==> src/rtl/tcc_pkg.sv <==
package tcc_pkg;

    typedef enum logic [1:0] {
        MODE_CAPTURE = 2'b00,
        MODE_TOGGLE  = 2'b01,
        MODE_PWM     = 2'b10,
        MODE_PWM_B   = 2'b11
    } mode_e;

    typedef enum logic [1:0] {
        EDGE_NONE = 2'b00,
        EDGE_RISE = 2'b01,
        EDGE_FALL = 2'b10,
        EDGE_BOTH = 2'b11
    } edge_e;

    typedef enum logic [1:0] {
        LK_OPEN    = 2'b00,
        LK_CAPHOLD = 2'b01,
        LK_CMPHOLD = 2'b10
    } lock_e;

    typedef struct packed {
        logic  max_req;
        logic  tov;
        edge_e edge_sel;
        mode_e mode;
    } ctrl_t;

    localparam int CTRL_W = $bits(ctrl_t);

    localparam logic [1:0] ADDR_HI   = 2'd0;
    localparam logic [1:0] ADDR_LO   = 2'd1;
    localparam logic [1:0] ADDR_CTRL = 2'd2;

endpackage

==> src/rtl/tcc_counter.sv <==
module tcc_counter #(
    parameter int CW = 16
) (
    input  logic          clk,
    input  logic          rst_n,
    input  logic [CW-1:0] period_max,
    output logic [CW-1:0] cnt,
    output logic          ovf
);

    assign ovf = (cnt >= period_max);

    always_ff @(posedge clk) begin
        if (!rst_n)   cnt <= '0;
        else if (ovf) cnt <= '0;
        else          cnt <= cnt + CW'(1);
    end

    // between wraps the count advances by exactly one
    assert_count_step_R1: assert property (@(posedge clk) disable iff (!rst_n)
        (!ovf) |=> (cnt == $past(cnt) + CW'(1)))
        else $error("counter did not step by one");

endmodule

==> src/rtl/tcc_edge_detect.sv <==
module tcc_edge_detect
    import tcc_pkg::*;
#(
    parameter int SYNC_STAGES = 2
) (
    input  logic  clk,
    input  logic  rst_n,
    input  logic  pin,
    input  edge_e sel,
    output logic  hit
);

    logic [SYNC_STAGES:0] chain;
    logic now_lvl, prev_lvl, rise, fall;

    always_ff @(posedge clk) begin
        if (!rst_n) chain <= '0;
        else        chain <= {chain[SYNC_STAGES-1:0], pin};
    end

    assign now_lvl  = chain[SYNC_STAGES-1];
    assign prev_lvl = chain[SYNC_STAGES];
    assign rise     = now_lvl & ~prev_lvl;
    assign fall     = ~now_lvl & prev_lvl;

    always_comb begin
        unique case (sel)
            EDGE_NONE: hit = 1'b0;
            EDGE_RISE: hit = rise;
            EDGE_FALL: hit = fall;
            EDGE_BOTH: hit = rise | fall;
            default:   hit = 1'b0;
        endcase
    end

    // no edge qualifies when the select is off
    assert_hit_needs_select_R3: assert property (@(posedge clk) disable iff (!rst_n)
        hit |-> (sel != EDGE_NONE))
        else $error("edge hit with select off");

endmodule

==> src/rtl/tcc_regs.sv <==
module tcc_regs
    import tcc_pkg::*;
#(
    parameter int DW = 8,
    parameter int AW = 2,
    localparam int CW = 2 * DW
) (
    input  logic          clk,
    input  logic          rst_n,
    input  logic [AW-1:0] addr,
    input  logic          rd,
    input  logic          wr,
    input  logic [DW-1:0] wdata,
    output logic [DW-1:0] rdata,
    input  logic          cap_hit,
    input  logic [CW-1:0] count,
    output logic [CW-1:0] chan_val,
    output ctrl_t         ctrl,
    output lock_e         lk
);

    lock_e lk_nx;
    logic  wr_hi, wr_lo, wr_ctl, rd_hi, rd_lo, cap_mode, cap_take;

    assign wr_hi    = wr && (addr == AW'(ADDR_HI));
    assign wr_lo    = wr && (addr == AW'(ADDR_LO));
    assign wr_ctl   = wr && (addr == AW'(ADDR_CTRL));
    assign rd_hi    = rd && (addr == AW'(ADDR_HI));
    assign rd_lo    = rd && (addr == AW'(ADDR_LO));
    assign cap_mode = (ctrl.mode == MODE_CAPTURE);
    assign cap_take = cap_hit && cap_mode && (lk != LK_CAPHOLD) && !rd_hi;

    // lock state register
    always_ff @(posedge clk) begin
        if (!rst_n) lk <= LK_OPEN;
        else        lk <= lk_nx;
    end

    // lock transitions: cap_freeze, cap_release, cmp_freeze, cmp_release
    always_comb begin
        lk_nx = lk;
        unique case (lk)
            LK_OPEN: begin
                if (rd_hi && cap_mode)       lk_nx = LK_CAPHOLD;
                else if (wr_hi && !cap_mode) lk_nx = LK_CMPHOLD;
            end
            LK_CAPHOLD: if (rd_lo || wr_ctl) lk_nx = LK_OPEN;
            LK_CMPHOLD: if (wr_lo || wr_ctl) lk_nx = LK_OPEN;
            default:    lk_nx = LK_OPEN;
        endcase
    end

    always_ff @(posedge clk) begin
        if (!rst_n)      ctrl <= '0;
        else if (wr_ctl) ctrl <= ctrl_t'(wdata[CTRL_W-1:0]);
    end

    // channel value: no reset value by design
    always_ff @(posedge clk) begin
        if (wr_hi) chan_val[CW-1:DW] <= wdata;
        if (wr_lo) chan_val[DW-1:0]  <= wdata;
        if (!wr_hi && !wr_lo && cap_take) chan_val <= count;
    end

    always_comb begin
        case (addr)
            AW'(ADDR_HI):   rdata = chan_val[CW-1:DW];
            AW'(ADDR_LO):   rdata = chan_val[DW-1:0];
            AW'(ADDR_CTRL): rdata = {{(DW-CTRL_W){1'b0}}, ctrl};
            default:        rdata = '0;
        endcase
    end

    // a capture hold freezes the channel value unless the bus writes it
    assert_capture_frozen_R4: assert property (@(posedge clk) disable iff (!rst_n)
        (lk == LK_CAPHOLD && !wr) |=> $stable(chan_val))
        else $error("capture landed during hold");

    // a compare hold only exists in a compare mode
    assert_cmp_hold_mode_R6: assert property (@(posedge clk) disable iff (!rst_n)
        (lk == LK_CMPHOLD) |-> (ctrl.mode != MODE_CAPTURE))
        else $error("compare hold in capture mode");

endmodule

==> src/rtl/tcc_wave.sv <==
module tcc_wave
    import tcc_pkg::*;
#(
    parameter int CW = 16
) (
    input  logic          clk,
    input  logic          rst_n,
    input  mode_e         mode,
    input  logic          tov,
    input  logic          max_req,
    input  logic          ovf,
    input  logic [CW-1:0] count,
    input  logic [CW-1:0] chan_val,
    input  logic          cmp_block,
    output logic          pin_o
);

    logic q, max_act, match, pwm_mode;

    assign match    = !cmp_block && (count == chan_val);
    assign pwm_mode = mode[1];

    always_ff @(posedge clk) begin
        if (!rst_n) begin
            q       <= 1'b0;
            max_act <= 1'b0;
        end else begin
            if (ovf) max_act <= max_req;
            unique case (mode)
                MODE_CAPTURE: q <= q;
                MODE_TOGGLE:  if (match) q <= ~q;
                MODE_PWM, MODE_PWM_B: begin
                    if (ovf)        q <= tov ? ~q : 1'b1;
                    else if (match) q <= 1'b0;
                end
                default: q <= q;
            endcase
        end
    end

    assign pin_o = q | (max_act & pwm_mode & ~tov);

    // the full-duty flag only moves at a period boundary
    assert_max_on_wrap_R7: assert property (@(posedge clk) disable iff (!rst_n)
        (!ovf) |=> $stable(max_act))
        else $error("full-duty flag changed mid-period");

    // a held compare cannot pull a PWM high low before the wrap
    assert_hold_no_fall_R6: assert property (@(posedge clk) disable iff (!rst_n)
        (cmp_block && q && !ovf && pwm_mode) |=> q)
        else $error("compare acted during hold");

endmodule

==> src/rtl/tcc_channel.sv <==
module tcc_channel
    import tcc_pkg::*;
#(
    parameter int DW          = 8,
    parameter int AW          = 2,
    parameter int SYNC_STAGES = 2,
    localparam int CW         = 2 * DW
) (
    input  logic          clk,
    input  logic          rst_n,
    input  logic [AW-1:0] bus_addr,
    input  logic          bus_rd,
    input  logic          bus_wr,
    input  logic [DW-1:0] bus_wdata,
    output logic [DW-1:0] bus_rdata,
    input  logic [CW-1:0] period_max,
    input  logic          cap_pin,
    output logic [CW-1:0] tmr_count,
    output logic          ch_out
);

    logic          ovf, cap_hit;
    logic [CW-1:0] chan_val;
    ctrl_t         ctrl;
    lock_e         lk;

    tcc_counter #(.CW(CW)) u_counter (
        .clk(clk), .rst_n(rst_n), .period_max(period_max),
        .cnt(tmr_count), .ovf(ovf)
    );

    tcc_edge_detect #(.SYNC_STAGES(SYNC_STAGES)) u_edge (
        .clk(clk), .rst_n(rst_n), .pin(cap_pin),
        .sel(ctrl.edge_sel), .hit(cap_hit)
    );

    tcc_regs #(.DW(DW), .AW(AW)) u_regs (
        .clk(clk), .rst_n(rst_n), .addr(bus_addr), .rd(bus_rd), .wr(bus_wr),
        .wdata(bus_wdata), .rdata(bus_rdata), .cap_hit(cap_hit),
        .count(tmr_count), .chan_val(chan_val), .ctrl(ctrl), .lk(lk)
    );

    tcc_wave #(.CW(CW)) u_wave (
        .clk(clk), .rst_n(rst_n), .mode(ctrl.mode), .tov(ctrl.tov),
        .max_req(ctrl.max_req), .ovf(ovf), .count(tmr_count),
        .chan_val(chan_val), .cmp_block(lk == LK_CMPHOLD), .pin_o(ch_out)
    );

endmodule

==> config.mk <==
export PLATFORM = sky130hd
export DESIGN_NAME = tcc_channel
export DESIGN_NICKNAME = d
export VERILOG_FILES = /design/src/rtl/tcc_pkg.sv /design/src/rtl/tcc_counter.sv /design/src/rtl/tcc_edge_detect.sv /design/src/rtl/tcc_regs.sv /design/src/rtl/tcc_wave.sv /design/src/rtl/tcc_channel.sv
export SDC_FILE = /design/constraint.sdc
export NUM_CORES = 1
export LEC_CHECK = 0
export ABC_AREA = 1
export BUFFER_PORTS_ARGS = -buffer_cell sky130_fd_sc_hd__buf_2
export CELL_PAD_IN_SITES_DETAIL_PLACEMENT = 1
export CELL_PAD_IN_SITES_GLOBAL_PLACEMENT = 1
export CORE_MARGIN = 4
export CORE_UTILIZATION = 40
export CTS_BUF_LIST = sky130_fd_sc_hd__clkbuf_4 sky130_fd_sc_hd__clkbuf_8
export DETAILED_ROUTE_END_ITERATION = 10
export PLACE_DENSITY = 0.83
export SYNTH_ARGS = -nofsm -noshare
export SYNTH_HDL_FRONTEND = slang
export SYNTH_HIERARCHICAL = 1
export SYNTH_SLANG_ARGS = --single-unit
==> constraint.sdc <==
create_clock -name clk -period 3.34 [get_ports clk]
set_input_delay 0.668 -clock clk [delete_from_list [all_inputs] [get_ports clk]]
set_output_delay 0.668 -clock clk [all_outputs]
set_load 0.01 [all_outputs]
==> out/metrics.yaml <==
drtPass1Iterations: 4
hpwl_mm: 6.978
status: "completed"
nFillCells: 1004
drt_iter0_markers: 130
worstPathRequired_ns: 2.67
core_region_area_mm2: 0.007292
grt_antenna_before_repair: 0
via_count: 2929
grt_start_max_net_pins: 18
final-instance-count-excl-fill: 586
syn_nets: 479
hold_path.startpoint: "u_edge/chain[0]"
antenna_cells: 0
drive_gt1_frac: 0.1725
setup.worst_path.start: "bus_addr[0]"
remaining_drc_errors: 0
rows: 31
critPathLaunchType: "input port"
yosysWarnings: 6
reg2reg_from: "u_edge/chain[1]"
cellLeakagePower_nw: 1.727
syn_avg_cell_area_um2: 7.049
ys_ff_latch: 45
grt_use_total: 0.2107
grt_pass1_vias: 2996
fin_setup_tns_ns: 0
area_growth_pct: 15.43
worst_slew_pin_slew_ns: 0.6248
synth-seq-area-share: 0.3508
synth_cells: 429
hold_class: "reg2reg"
antenna_left: 0
grt_overflow: 0
die_h_um: 94.95
skew_ns: 0.004557
start_util: 0.4147
slew_headroom: 0.5830
worstPathArrival_ns: 1.74
numCtsBuffers: 5
cts_tree: "done"
setup_viol: 0
clk_path_buf_depth: 2
peakVddDrop_v: 0.0002003
h-tree-depth: 2
post-place-ws_ns: 0.9554
grt_setup_unrepaired: "no"
port_buffers: 55
worst_slack_ns: 0.9319
critical_path_class: "in2out"
postCtsHoldBufs: 0
end_kind: "output pin"
clkSinkCount: 45
power_density_mw_per_mm2: 346.8
path_clk_slew_ns: 0.09
via_per_inst: 4.998
insertion_delay_ns: 0.30
path_max_fanout: 12
layout.nets: 536
clock.fmax_ghz: 0.4153
postLayoutCoreUtil: 0.4787
dieArea_mm2: 0.009016
ctsResizeCount: 0
io_pins: 56
place_inst: 578
finalHoldViolations: 0
post_cts_buffers: 0
final_max_slew_viol_count: 0
netlist_area_mm2: 0.003024
clock-root-buffer: "clkbuf_8"
fin_crit_sh: 0.7210
period_needed_ns: 2.408
gp_congestion: 0.8211
drv_cap: 0
fp.dieW_um: 94.95
routed_wl_mm: 8.839
grt_pass1_wl_mm: 14.61
synth_cell_types: 29
wl_per_cell_um: 15.08
-- cells by family after synthesis --
kind of cell	synth area share
buffers and inverters	0.1192
AOI/OAI and AO/OA	0.07778
adders and majority gates	0.07861
xor gates and xnor gates	0.04344
and+or+nand+nor	0.3302
DFF	0.3508
-- cells in the final DEF, fill, tap and decap left out --
master and n:
nand2_1 125, inv_1 79, buf_2 55, nor2_1 45, nand3_1 34, dfxtp_1 29
ha_1 19, edfxtp_1 16, a21oi_1 13, o21ai_0 10, xnor2_1 8, xor2_1 7
nor2_2 6, clkbuf_8 6, o211ai_1 6, nand4_1 4, inv_2 3, nor2_4 3
nand3_2 2, nand2_2 2, a21oi_4 2, a22o_1 2, o21ai_1 2, or2_0 2
clkinvlp_4 1, bufinv_16 1, o21a_1 1, nand4_4 1, nand2_4 1, a21boi_0 1
nor3_4 1
-- path summary, 6_finish.rpt --
| check | slack (ns) | to | depth (start not counted) |
|---|---|---|---|
| setup reg to reg | 1.12 | u_regs/chan_val[5] | 9 |
| hold / removal | 0.43 | u_edge/chain[1] | 2 |
| setup / recovery | 0.93 | bus_rdata[6] | 4 |
| hold reg to reg | 0.43 | u_edge/chain[1] | 2 |
-- metrics by stage --
| step | cell area [um2] | total power, mW | hold WS, ns |
|---|---|---|---|
| after floorplan | 3024 | 0.7172 | 0.3900 |
| after global placement | 3371 | 0.7712 | 0.4018 |
| after detailed placement | 3371 | 0.7814 | 0.4245 |
| after CTS | 3491 | 1.219 | 0.4423 |
| after global routing | 3491 | 1.267 | 0.4667 |
| final | 3491 | 1.211 | 0.4334 |
-- layer usage --
layer  vias up  part of all wire  global-route usage
met2        75              0.51              0.3770
li1       1450                 -                   -
met4         0             0.018             0.06490
met5         -                 0                   0
met1      1389              0.43              0.2595
met3        15             0.042             0.03028
-- worst max-delay path: stages --
cell and delay (ns):
buf_2 0.13, nor2_2 0.50, a22o_1 0.29, buf_2 0.14
-- cell usage after synthesis (all sizes together) --
cell    instances  area [um2]
a21oi          15       97.59
a22o            2       17.52
buf             5       52.55
nand4           5       46.29
xnor2           8       70.07
nor3            1       16.27
o21ai          12       60.06
edfxtp         16       480.5
xor2            7       61.31
o21a            1       7.510
nand3          36       190.2
dfxtp          29       580.6
nor2           54       240.2
a21boi          1       7.510
o211ai          6       45.04
nand2         128       493.0
inv            82       307.8
or2             2       12.51
ha             19       237.7
-- report_power, final --
part           leakage, nW  internal, mW  switching, mW  total (mW)
registers            0.383         0.586         0.0207       0.607
clock network       0.0574         0.244          0.199       0.442
logic                 1.29        0.0602          0.102       0.162
total                 1.73         0.890          0.321        1.21
-- final cells by class --
type | instances | area, um2 | area share
Sequential cell | 45 | 1061 | 0.3039
Tap cell | 99 | 123.9 | 0.03548
Inverter | 82 | 307.8 | 0.08817
Clock inverter | 2 | 37.54 | 0.01075
Multi-Input combinational cell | 297 | 1603 | 0.4591
Clock buffer | 6 | 82.58 | 0.02366
Timing Repair Buffer | 55 | 275.3 | 0.07885
-- state kept, by name, indices dropped and copies added (netlist names) --
register	cells
u_counter/cnt	16
u_edge/chain	3
u_regs/chan_val	16
u_regs/ctrl	6
u_regs/lk	2
u_wave/max_act	1
u_wave/q	1
No activity file was read; power rests on OpenSTA's default activity.
